### src/rtl/audio_tx_pkg.sv
package audio_tx_pkg;

  typedef enum logic [1:0] {
    FMT_LJ  = 2'b00,
    FMT_I2S = 2'b01,
    FMT_TDM = 2'b10,
    FMT_RSV = 2'b11
  } fmt_e;

  // Bit counter restarts: TDM restarts on rising sync only; two-channel
  // formats restart on either sync edge (one half-frame per level).
  function automatic logic restart_on(input fmt_e f, input logic rise, input logic fall);
    case (f)
      FMT_TDM: return rise;
      default: return rise | fall;
    endcase
  endfunction

  // Frame start (staging -> active words).
  function automatic logic latch_on(input fmt_e f, input logic rise, input logic fall);
    case (f)
      FMT_LJ:  return rise;
      FMT_I2S: return fall;
      FMT_TDM: return rise;
      default: return 1'b0;
    endcase
  endfunction

endpackage

### src/rtl/tx_clk_events.sv
module tx_clk_events (
  input  logic clk,
  input  logic rst_n,
  input  logic bclk,
  input  logic fs,
  output logic fall_ev,
  output logic fs_now,
  output logic fs_prev
);
  logic bclk_q;
  logic rise_ev;

  assign rise_ev = bclk & ~bclk_q;
  assign fall_ev = ~bclk & bclk_q;

  always_ff @(posedge clk or negedge rst_n) begin
    if (!rst_n) begin
      bclk_q  <= 1'b0;
      fs_now  <= 1'b0;
      fs_prev <= 1'b0;
    end else begin
      bclk_q <= bclk;
      if (rise_ev) begin
        fs_now  <= fs;
        fs_prev <= fs_now;
      end
    end
  end
endmodule

### src/rtl/tx_word_hold.sv
module tx_word_hold #(
  parameter int DATA_W = 96
) (
  input  logic              clk,
  input  logic              rst_n,
  input  logic              load,
  input  logic [DATA_W-1:0] din,
  input  logic              latch,
  output logic [DATA_W-1:0] hold,
  output logic [DATA_W-1:0] cur
);
  logic [DATA_W-1:0] stage;

  // Words in use for the bit being chosen this cycle.
  assign cur = latch ? stage : hold;

  always_ff @(posedge clk or negedge rst_n) begin
    if (!rst_n) begin
      stage <= '0;
      hold  <= '0;
    end else begin
      if (load)  stage <= din;
      if (latch) hold  <= stage;
    end
  end
endmodule

### src/rtl/tx_bit_pick.sv
module tx_bit_pick
  import audio_tx_pkg::*;
#(
  parameter int N_CH   = 4,
  parameter int WORD_W = 24,
  parameter int SLOT_W = 32,
  parameter int CNT_W  = 8
) (
  input  fmt_e                     fmt,
  input  logic                     fs_now,
  input  logic [CNT_W-1:0]         idx,
  input  logic [N_CH*WORD_W-1:0]   words,
  output logic                     bit_o
);
  localparam int TDM_LEN = N_CH * SLOT_W;

  // MSB-first bit at position pos; positions outside the word are zero fill.
  function automatic logic word_bit(input logic [WORD_W-1:0] w, input int pos);
    if (pos < 0 || pos >= WORD_W) return 1'b0;
    return w[WORD_W-1-pos];
  endfunction

  logic [WORD_W-1:0] ch0_w;
  logic [WORD_W-1:0] ch1_w;
  int                n;
  int                slot;

  assign ch0_w = words[WORD_W-1:0];
  assign ch1_w = words[2*WORD_W-1:WORD_W];

  always_comb begin
    n     = int'(idx);
    slot  = n / SLOT_W;
    bit_o = 1'b0;
    case (fmt)
      FMT_LJ:  bit_o = word_bit(fs_now ? ch0_w : ch1_w, n);
      FMT_I2S: bit_o = word_bit(fs_now ? ch1_w : ch0_w, n - 1);
      FMT_TDM: begin
        if (n < TDM_LEN)
          bit_o = word_bit(words[slot*WORD_W +: WORD_W], n % SLOT_W);
      end
      default: bit_o = 1'b0;
    endcase
  end
endmodule

### src/rtl/audio_serial_tx.sv
module audio_serial_tx
  import audio_tx_pkg::*;
#(
  parameter int N_CH   = 4,
  parameter int WORD_W = 24,
  parameter int SLOT_W = 32
) (
  input  logic                   clk,
  input  logic                   rst_n,
  input  logic                   bclk,
  input  logic                   fs,
  input  logic [1:0]             fmt,
  input  logic                   smp_valid,
  input  logic [N_CH*WORD_W-1:0] smp_data,
  output logic                   sdout
);
  localparam int DATA_W  = N_CH * WORD_W;
  localparam int TDM_LEN = N_CH * SLOT_W;
  localparam int CNT_W   = $clog2(TDM_LEN) + 1;
  localparam logic [CNT_W-1:0] CNT_MAX = '1;

  fmt_e              fmt_c;
  logic              fall_ev;
  logic              fs_now;
  logic              fs_prev;
  logic              fs_rise;
  logic              fs_fall;
  logic              frame_edge;
  logic              latch;
  logic [CNT_W-1:0]  cnt_q;
  logic [CNT_W-1:0]  idx_nxt;
  logic [DATA_W-1:0] hold_words;
  logic [DATA_W-1:0] cur_words;
  logic              bit_nxt;

  assign fmt_c      = fmt_e'(fmt);
  assign fs_rise    = fs_now & ~fs_prev;
  assign fs_fall    = ~fs_now & fs_prev;
  assign frame_edge = restart_on(fmt_c, fs_rise, fs_fall);
  assign latch      = fall_ev & latch_on(fmt_c, fs_rise, fs_fall);
  assign idx_nxt    = frame_edge ? '0 :
                      (cnt_q == CNT_MAX) ? cnt_q : cnt_q + 1'b1;

  tx_clk_events u_ev (
    .clk     (clk),
    .rst_n   (rst_n),
    .bclk    (bclk),
    .fs      (fs),
    .fall_ev (fall_ev),
    .fs_now  (fs_now),
    .fs_prev (fs_prev)
  );

  tx_word_hold #(.DATA_W(DATA_W)) u_hold (
    .clk   (clk),
    .rst_n (rst_n),
    .load  (smp_valid),
    .din   (smp_data),
    .latch (latch),
    .hold  (hold_words),
    .cur   (cur_words)
  );

  tx_bit_pick #(
    .N_CH   (N_CH),
    .WORD_W (WORD_W),
    .SLOT_W (SLOT_W),
    .CNT_W  (CNT_W)
  ) u_pick (
    .fmt    (fmt_c),
    .fs_now (fs_now),
    .idx    (idx_nxt),
    .words  (cur_words),
    .bit_o  (bit_nxt)
  );

  always_ff @(posedge clk or negedge rst_n) begin
    if (!rst_n) begin
      cnt_q <= CNT_MAX;
      sdout <= 1'b0;
    end else if (fall_ev) begin
      cnt_q <= idx_nxt;
      sdout <= bit_nxt;
    end
  end
endmodule

### config.mk
export PLATFORM = sky130hd
export DESIGN_NAME = audio_serial_tx
export DESIGN_NICKNAME = d
export VERILOG_FILES = /design/src/rtl/audio_tx_pkg.sv /design/src/rtl/tx_clk_events.sv /design/src/rtl/tx_word_hold.sv /design/src/rtl/tx_bit_pick.sv /design/src/rtl/audio_serial_tx.sv
export SDC_FILE = /design/constraint.sdc
export NUM_CORES = 1
export LEC_CHECK = 0
export BUFFER_PORTS_ARGS = -buffer_cell sky130_fd_sc_hd__buf_2
export CORE_MARGIN = 10
export CORE_UTILIZATION = 54
export DETAILED_ROUTE_END_ITERATION = 8
export PLACE_DENSITY = 0.77
export SLEW_MARGIN = 20
export SYNTH_ARGS = -nofsm -noshare
export SYNTH_HDL_FRONTEND = slang
export SYNTH_HIERARCHICAL = 1
export SYNTH_SLANG_ARGS = --single-unit
### constraint.sdc
create_clock -name clk -period 4.01 [get_ports clk]
set_input_delay 0.6015 -clock clk [delete_from_list [all_inputs] [get_ports clk]]
set_output_delay 0.6015 -clock clk [all_outputs]
set_load 0.02 [all_outputs]
==> flow_summary_export.csv, run 1 <==
group,metric,value,unit
final_layout,nets,873,
synth,synth_common_cells,"dfrtp_1, mux2_2, mux2_4",
synth,yosys.area.top_type,"dfrtp_1",
synth,seq_area_frac_synth,50.24,%
clock_tree,clk_latency,0.51,ns
die,io-pin-count,104,
route,drt-total-wl,22.55,mm
place,hpwl,15.93,mm
synth,yosys-top-cells-area,"dfrtp_1, mux2_2, mux2_4",
final_layout,drive_gt1_share,55.97,%
synth,synth_edf_count,0,
global_route,grt-ovfl-total,0,
synth,ys_async_sr_fraction,100.0,%
global_route,grt_pass1_wl,36.65,mm
die,rows,50,
sta,tightest_slew,0.9259,ns
setup_path,startpoint_type,"flip-flop",
sta,period_needed,3.754,ns
global_route,grt_util_all_layers,18.51,%
setup_path,required,4.40,ns
clock_tree,cts-buffers-inserted,22,
final_layout,final_area,11740,um^2
place,place.port_buffers,103,
pwr,power_frac_comb,33.9,%
synth,yosysWarnings,6,
synth,synth_top_area_share,48.18,%
synth,synth_cells,653,
sta,fin_ws,0.2555,ns
sta,rsz0062_at_grt,"no",
final_layout,fin_cells,1013,
die,start_util,54.61,%
synth,synth_top_flop_cell,"dfrtp_1",
clock_tree,cts_htree_levels,1,
pwr,p_sw_share,29.37,%
place,gp_congestion,0.8819,
sta,timing.final.max_slew_violations,0,
synth,ys_seq_elements,204,
pwr,p_int,0.005359,W
sta,finalCritPeriodShare,93.63,%
setup_path,worstPathArrival,4.14,ns
route,drc,0,
final_layout,area.growth.synth_to_final,15.34,%
sta,clock.fmax,266.3,MHz
die,dieArea,24750,um^2
route,drt_iter0_markers,426,
place,dpl_cell_area,10910,um^2
synth,yosysMostFrequentCell,"dfrtp_1",
final_layout,diodes,0,
run_status,status,"finished, final reports clean",
die,core_area,18640,um^2
global_route,grt_max_degree,118,
clock_tree,cts.sinks,204,
sta,hold_viol_final,0,
route,vias,5991,
synth,synth_nets,763,
clock_tree,cts_tree,"yes",
die,dieHeight,157.3,um
place,place_ws,0.1610,ns
pwr,leakagePower,5.134,nW
global_route,grt_pass1_vias,6490,
min_path,holdCritPathClass,"input pin to async pin",
pwr,pwr-share-seq,38.2,%
route,drt_pass1_iterations,4,
sta,tns,0,ns
final_layout,finish.utilization,62.99,%
pwr,netSwitchingPower,0.002229,W
clock_tree,cts_buffer_depth,3,
job,max_cap_viol_count,0,
synth,synth_cell_types,60,
sta,max_slew_margin,38.27,%
setup_path,critPathKind,"flip-flop to flip-flop",
route,viasPerCell,5.914,
place,placed_cells,969,
clock_tree,ctsHoldBuffers,0,
route,routedWlPerCell,22.26,um
clock_tree,cts-root-buf,"clkbuf_16",
setup_path,path_max_fanout,7,
sta,finClkSkew,0.01221,ns
pwr,worst_ir_drop_vdd,0.3915,mV
route,antenna_left,0,
pwr,p_per_area,646.2,nW/um^2
pwr,clkPwrFrac,28.0,%
synth,syn_avg_cell_area,15.59,um^2
global_route,grt_antenna_before_repair,0,
clock_tree,clk_pin_slew_worst_paths,0.06,ns
synth,synth_area,10180,um^2
sta,finalSetupViolCount,0,
die,die_x,157.3,um
setup_path,cp-end-kind,"flip-flop",
## cell type report
type / count / area (um^2)
well taps: 234 / 292.8
inverters: 12 / 45.04
repair buffers: 132 / 832.0
fillers: 1387 / 6900
clock buffers: 27 / 619.3
flip-flops and latches: 204 / 5115
clock inverters: 13 / 157.7
multi-input cells: 391 / 4681
## flip-flops by register name, indices dropped and copies added (netlist names)
name          cells
u_hold/hold      96
u_hold/stage     96
cnt_q             8
sdout             1
u_ev/bclk_q       1
u_ev/fs_now       1
u_ev/fs_prev      1
## path summary, 6_finish.rpt
| kind | from | end | slack [ns] | cells past startpoint |
|---|---|---|---|---|
| max in group asynchronous | rst_n | u_hold/stage[9] | 2.88 | 2 |
| worst min-delay path | rst_n | u_hold/stage[33] | 0.21 | 1 |
| worst max register to register | cnt_q[0] | sdout | 0.26 | 13 |
| min in group clk | bclk | u_ev/bclk_q | 0.23 | 1 |
| worst max-delay path | cnt_q[0] | sdout | 0.26 | 13 |
| worst min register to register | u_hold/hold[74] | u_hold/hold[74] | 0.50 | 1 |
## timing repair
action | 4_1_cts | 5_1_grt
setup endpoints to repair | 0 | 1
gates resized for setup | 0 | 4
buffers inserted | 0 | 4
## cells by family after synthesis
| group | Yosys count | synth area share, % |
|---|---|---|
| muxes | 256 | 36.48 |
| buffers and inverters | 58 | 4.277 |
| adders and majority gates | 7 | 0.8602 |
| DFF | 204 | 50.24 |
| and+or+nand+nor | 69 | 3.810 |
| xor gates and xnor gates | 7 | 0.6022 |
| AOI/OAI and AO/OA | 52 | 3.736 |
## critical path, cell delays in order (launching register included)
cell	delay [ns]
dfstp_2	0.59
ha_2	0.24
and4_1	0.27
nand2_4	0.11
xnor2_1	0.15
nor2_2	0.16
inv_1	0.15
ha_1	0.28
xor2_2	0.22
mux4_2	0.53
nor3b_1	0.15
a2111oi_1	0.38
nand4_1	0.12
mux2_2	0.28
## metrics by stage
stage                     hold slack (ns)  power [W]
final                              0.2114   0.007588
after global routing               0.2368   0.007976
after CTS                          0.2079   0.007636
after detailed placement           0.4788   0.005451
after global placement             0.4798   0.005383
after floorplan                    0.3059   0.004728
## power groups by stage
stage	clock [W]	combinational [W]	sequential, W
6_report	0.00212	0.00257	0.00290
5_1_grt	0.00225	0.00277	0.00296
3_5_place_dp	0	0.00253	0.00292
2_1_floorplan	0	0.00190	0.00283
3_3_place_gp	0	0.00249	0.00289
4_1_cts	0.00217	0.00256	0.00290
## cell usage in the layout (no fill, tap or decap), types with 5 or more instances in the layout
cell | synthesis | layout
clkinv_2 | 0 | 7
mux2_4 | 81 | 81
mux4_2 | 43 | 43
buf_2 | 21 | 101
clkbuf_16 | 0 | 22
clkbuf_8 | 0 | 6
nor2_1 | 16 | 12
mux2i_1 | 14 | 14
mux2_2 | 113 | 113
buf_12 | 8 | 7
inv_1 | 11 | 11
dfrtp_1 | 196 | 196
dfstp_2 | 8 | 8
nor3_1 | 5 | 5
buf_4 | 2 | 23
nand3_1 | 8 | 8
a21oi_1 | 13 | 10
nand2_1 | 12 | 12
a22oi_1 | 6 | 6
ha_1 | 7 | 6
xnor2_1 | 6 | 6
## per-layer routing
layer / global-route usage, % / part of all wire, % / vias to the layer above
met5: 0 / 0 / -
met4: 4.541 / 2.0 / 0
met3: 3.166 / 5.1 / 29
met2: 28.14 / 46 / 167
met1: 27.05 / 47 / 3126
li1: - / - / 2669
Note: power is estimated with default switching activity, not from simulation.
==> run 2: changes to the inputs <==
- CORE_ASPECT_RATIO: default -> 1.5
- PLACE_DENSITY: 0.77 -> default
- PLACE_DENSITY_LB_ADDON: default -> 0.3
==> flow_summary_export.csv, run 2 (synthesized netlist as in run 1, its figures left out) <==
group,metric,value,unit
run_status,status,"finished, final reports clean",
pwr,netSwitchingPower,0.002191,W
setup_path,startpoint_type,"flip-flop",
setup_path,cp-end-kind,"flip-flop",
sta,tightest_slew,1.004,ns
place,placed_cells,985,
sta,hold_viol_final,0,
place,gp_congestion,0.8981,
clock_tree,cts.sinks,204,
setup_path,critPathKind,"flip-flop to flip-flop",
route,drt_iter0_markers,350,
global_route,grt_antenna_before_repair,0,
global_route,grt_pass1_wl,36.69,mm
die,rows,61,
pwr,power_frac_comb,33.6,%
setup_path,cp_top_family,"multiplexers",
sta,finalCritPeriodShare,95.32,%
route,route.met3.wl,1.070,mm
clock_tree,ctsHoldBuffers,0,
final_layout,layout_common_cells,"dfrtp_1, mux2_2, buf_2",
sta,finalSetupViolCount,0,
place,hpwl,15.88,mm
place,place.port_buffers,103,
setup_path,path_buf_inv,2,
pwr,clkPwrFrac,28.4,%
global_route,grt_util_all_layers,18.12,%
pwr,p_per_area,651.0,nW/um^2
place,place_ws,0.1461,ns
pwr,worst_ir_drop_vdd,0.4144,mV
final_layout,area.growth.synth_to_final,15.09,%
final_layout,nFillCells,1350,
die,dieHeight,188.2,um
route,met1Wirelength,9.142,mm
route,drc,0,
job,max_cap_viol_count,0,
setup_path,worstPathArrival,4.20,ns
route,vias,5881,
pwr,p_sw_share,28.72,%
sta,max_slew_margin,33.05,%
clock_tree,cts_htree_levels,1,
sta,finClkSkew,0.007593,ns
global_route,grt_max_degree,138,
setup_path,crit_chain,"ha_2 -> and4_1 -> buf_4 -> nand3_1 -> a21oi_2 -> inv_1 -> ha_1 -> xor2_2 -> mux4_2 -> nor3b_1 -> a2111oi_2 -> nand4_1 -> mux2_2",
sta,clock.fmax,261.6,MHz
die,dieArea,24860,um^2
global_route,grt_pass1_vias,6675,
setup_path,cpMaxStageDelayCell,"dfstp_2",
setup_path,required,4.39,ns
final_layout,drive_gt1_share,55.32,%
die,core_area,18550,um^2
final_layout,nets,866,
global_route,grt-ovfl-total,0,
final_layout,final_common_cell,"dfrtp_1",
route,antenna_left,0,
die,start_util,54.89,%
route,drt-total-wl,22.47,mm
sta,timing.final.max_slew_violations,0,
route,drt_pass1_iterations,5,
min_path,holdCritPathClass,"input pin to async pin",
clock_tree,clk_latency,0.50,ns
pwr,p_int,0.005437,W
sta,fin_ws,0.1875,ns
clock_tree,cts_tree,"yes",
clock_tree,cts-root-buf,"clkbuf_16",
pwr,leakagePower,5.093,nW
route,top_layer,"met4",
clock_tree,clk_pin_slew_worst_paths,0.07,ns
route,viasPerCell,5.754,
sta,holdWs,0.1909,ns
clock_tree,cts_buffer_depth,3,
final_layout,diodes,0,
final_layout,top_regs,"u_hold/hold x96, u_hold/stage x96, cnt_q x8",
sta,period_needed,3.822,ns
die,die_x,132.1,um
setup_path,max_stage_delay,0.60,ns
final_layout,fin_cells,1022,
clock_tree,cts-buffers-inserted,20,
die,io-pin-count,104,
setup_path,path_max_fanout,7,
pwr,totalPowerFinal,0.007628,W
pwr,pwr-share-seq,38.0,%
route,routedWlPerCell,21.99,um
route,met2_wirelength,11.70,mm
## run 2: worst paths after layout
| path | from | depth (start not counted) | slack (ns) | end |
|---|---|---|---|---|
| max | cnt_q[0] | 13 | 0.19 | sdout |
| min | rst_n | 1 | 0.19 | u_hold/stage[13] |
| max reg2reg | cnt_q[0] | 13 | 0.19 | sdout |
| min reg2reg | u_hold/hold[62] | 1 | 0.49 | u_hold/hold[62] |
| max in group asynchronous | rst_n | 2 | 2.76 | u_hold/hold[88] |
| min in group clk | bclk | 1 | 0.24 | u_ev/bclk_q |
## run 2: power by group through the flow
stage               clock, W  sequential (W)  combinational (W)
floorplan                  0         0.00283            0.00190
global placement           0         0.00290            0.00243
detailed placement         0         0.00293            0.00251
CTS                  0.00221         0.00291            0.00254
global route         0.00230         0.00296            0.00276
finish               0.00217         0.00290            0.00256
## run 2: cell type report
type	count	area [um^2]	area share, %
inverters	12	45.04	0.3844
clock buffers	24	546.8	4.666
repair buffers	127	783.3	6.684
well taps	252	315.3	2.691
clock inverters	12	224.0	1.911
multi-input cells	391	4688	40.01
flip-flops and latches	204	5115	43.65
## run 2: what timing repair did
item	in CTS	in global routing
setup buffers	0	1
endpoints found under the setup margin	0	1
gates resized for setup	0	5
## run 2: routing by layer
layer,GRT usage [%],vias up
li1,-,2649
met1,21.86,3033
met2,31.72,162
met3,3.408,37
met4,6.180,0
met5,0,-
## run 2: stage by stage
stage / util [%] / TNS [ns] / area [um^2]
global route: 63.18 / -0.009916 / 11720
finish: 63.18 / 0 / 11720
detailed placement: 58.87 / 0 / 10920
floorplan: - / 0 / 10190
CTS: 63.03 / 0 / 11690
global placement: 58.87 / 0 / 10920
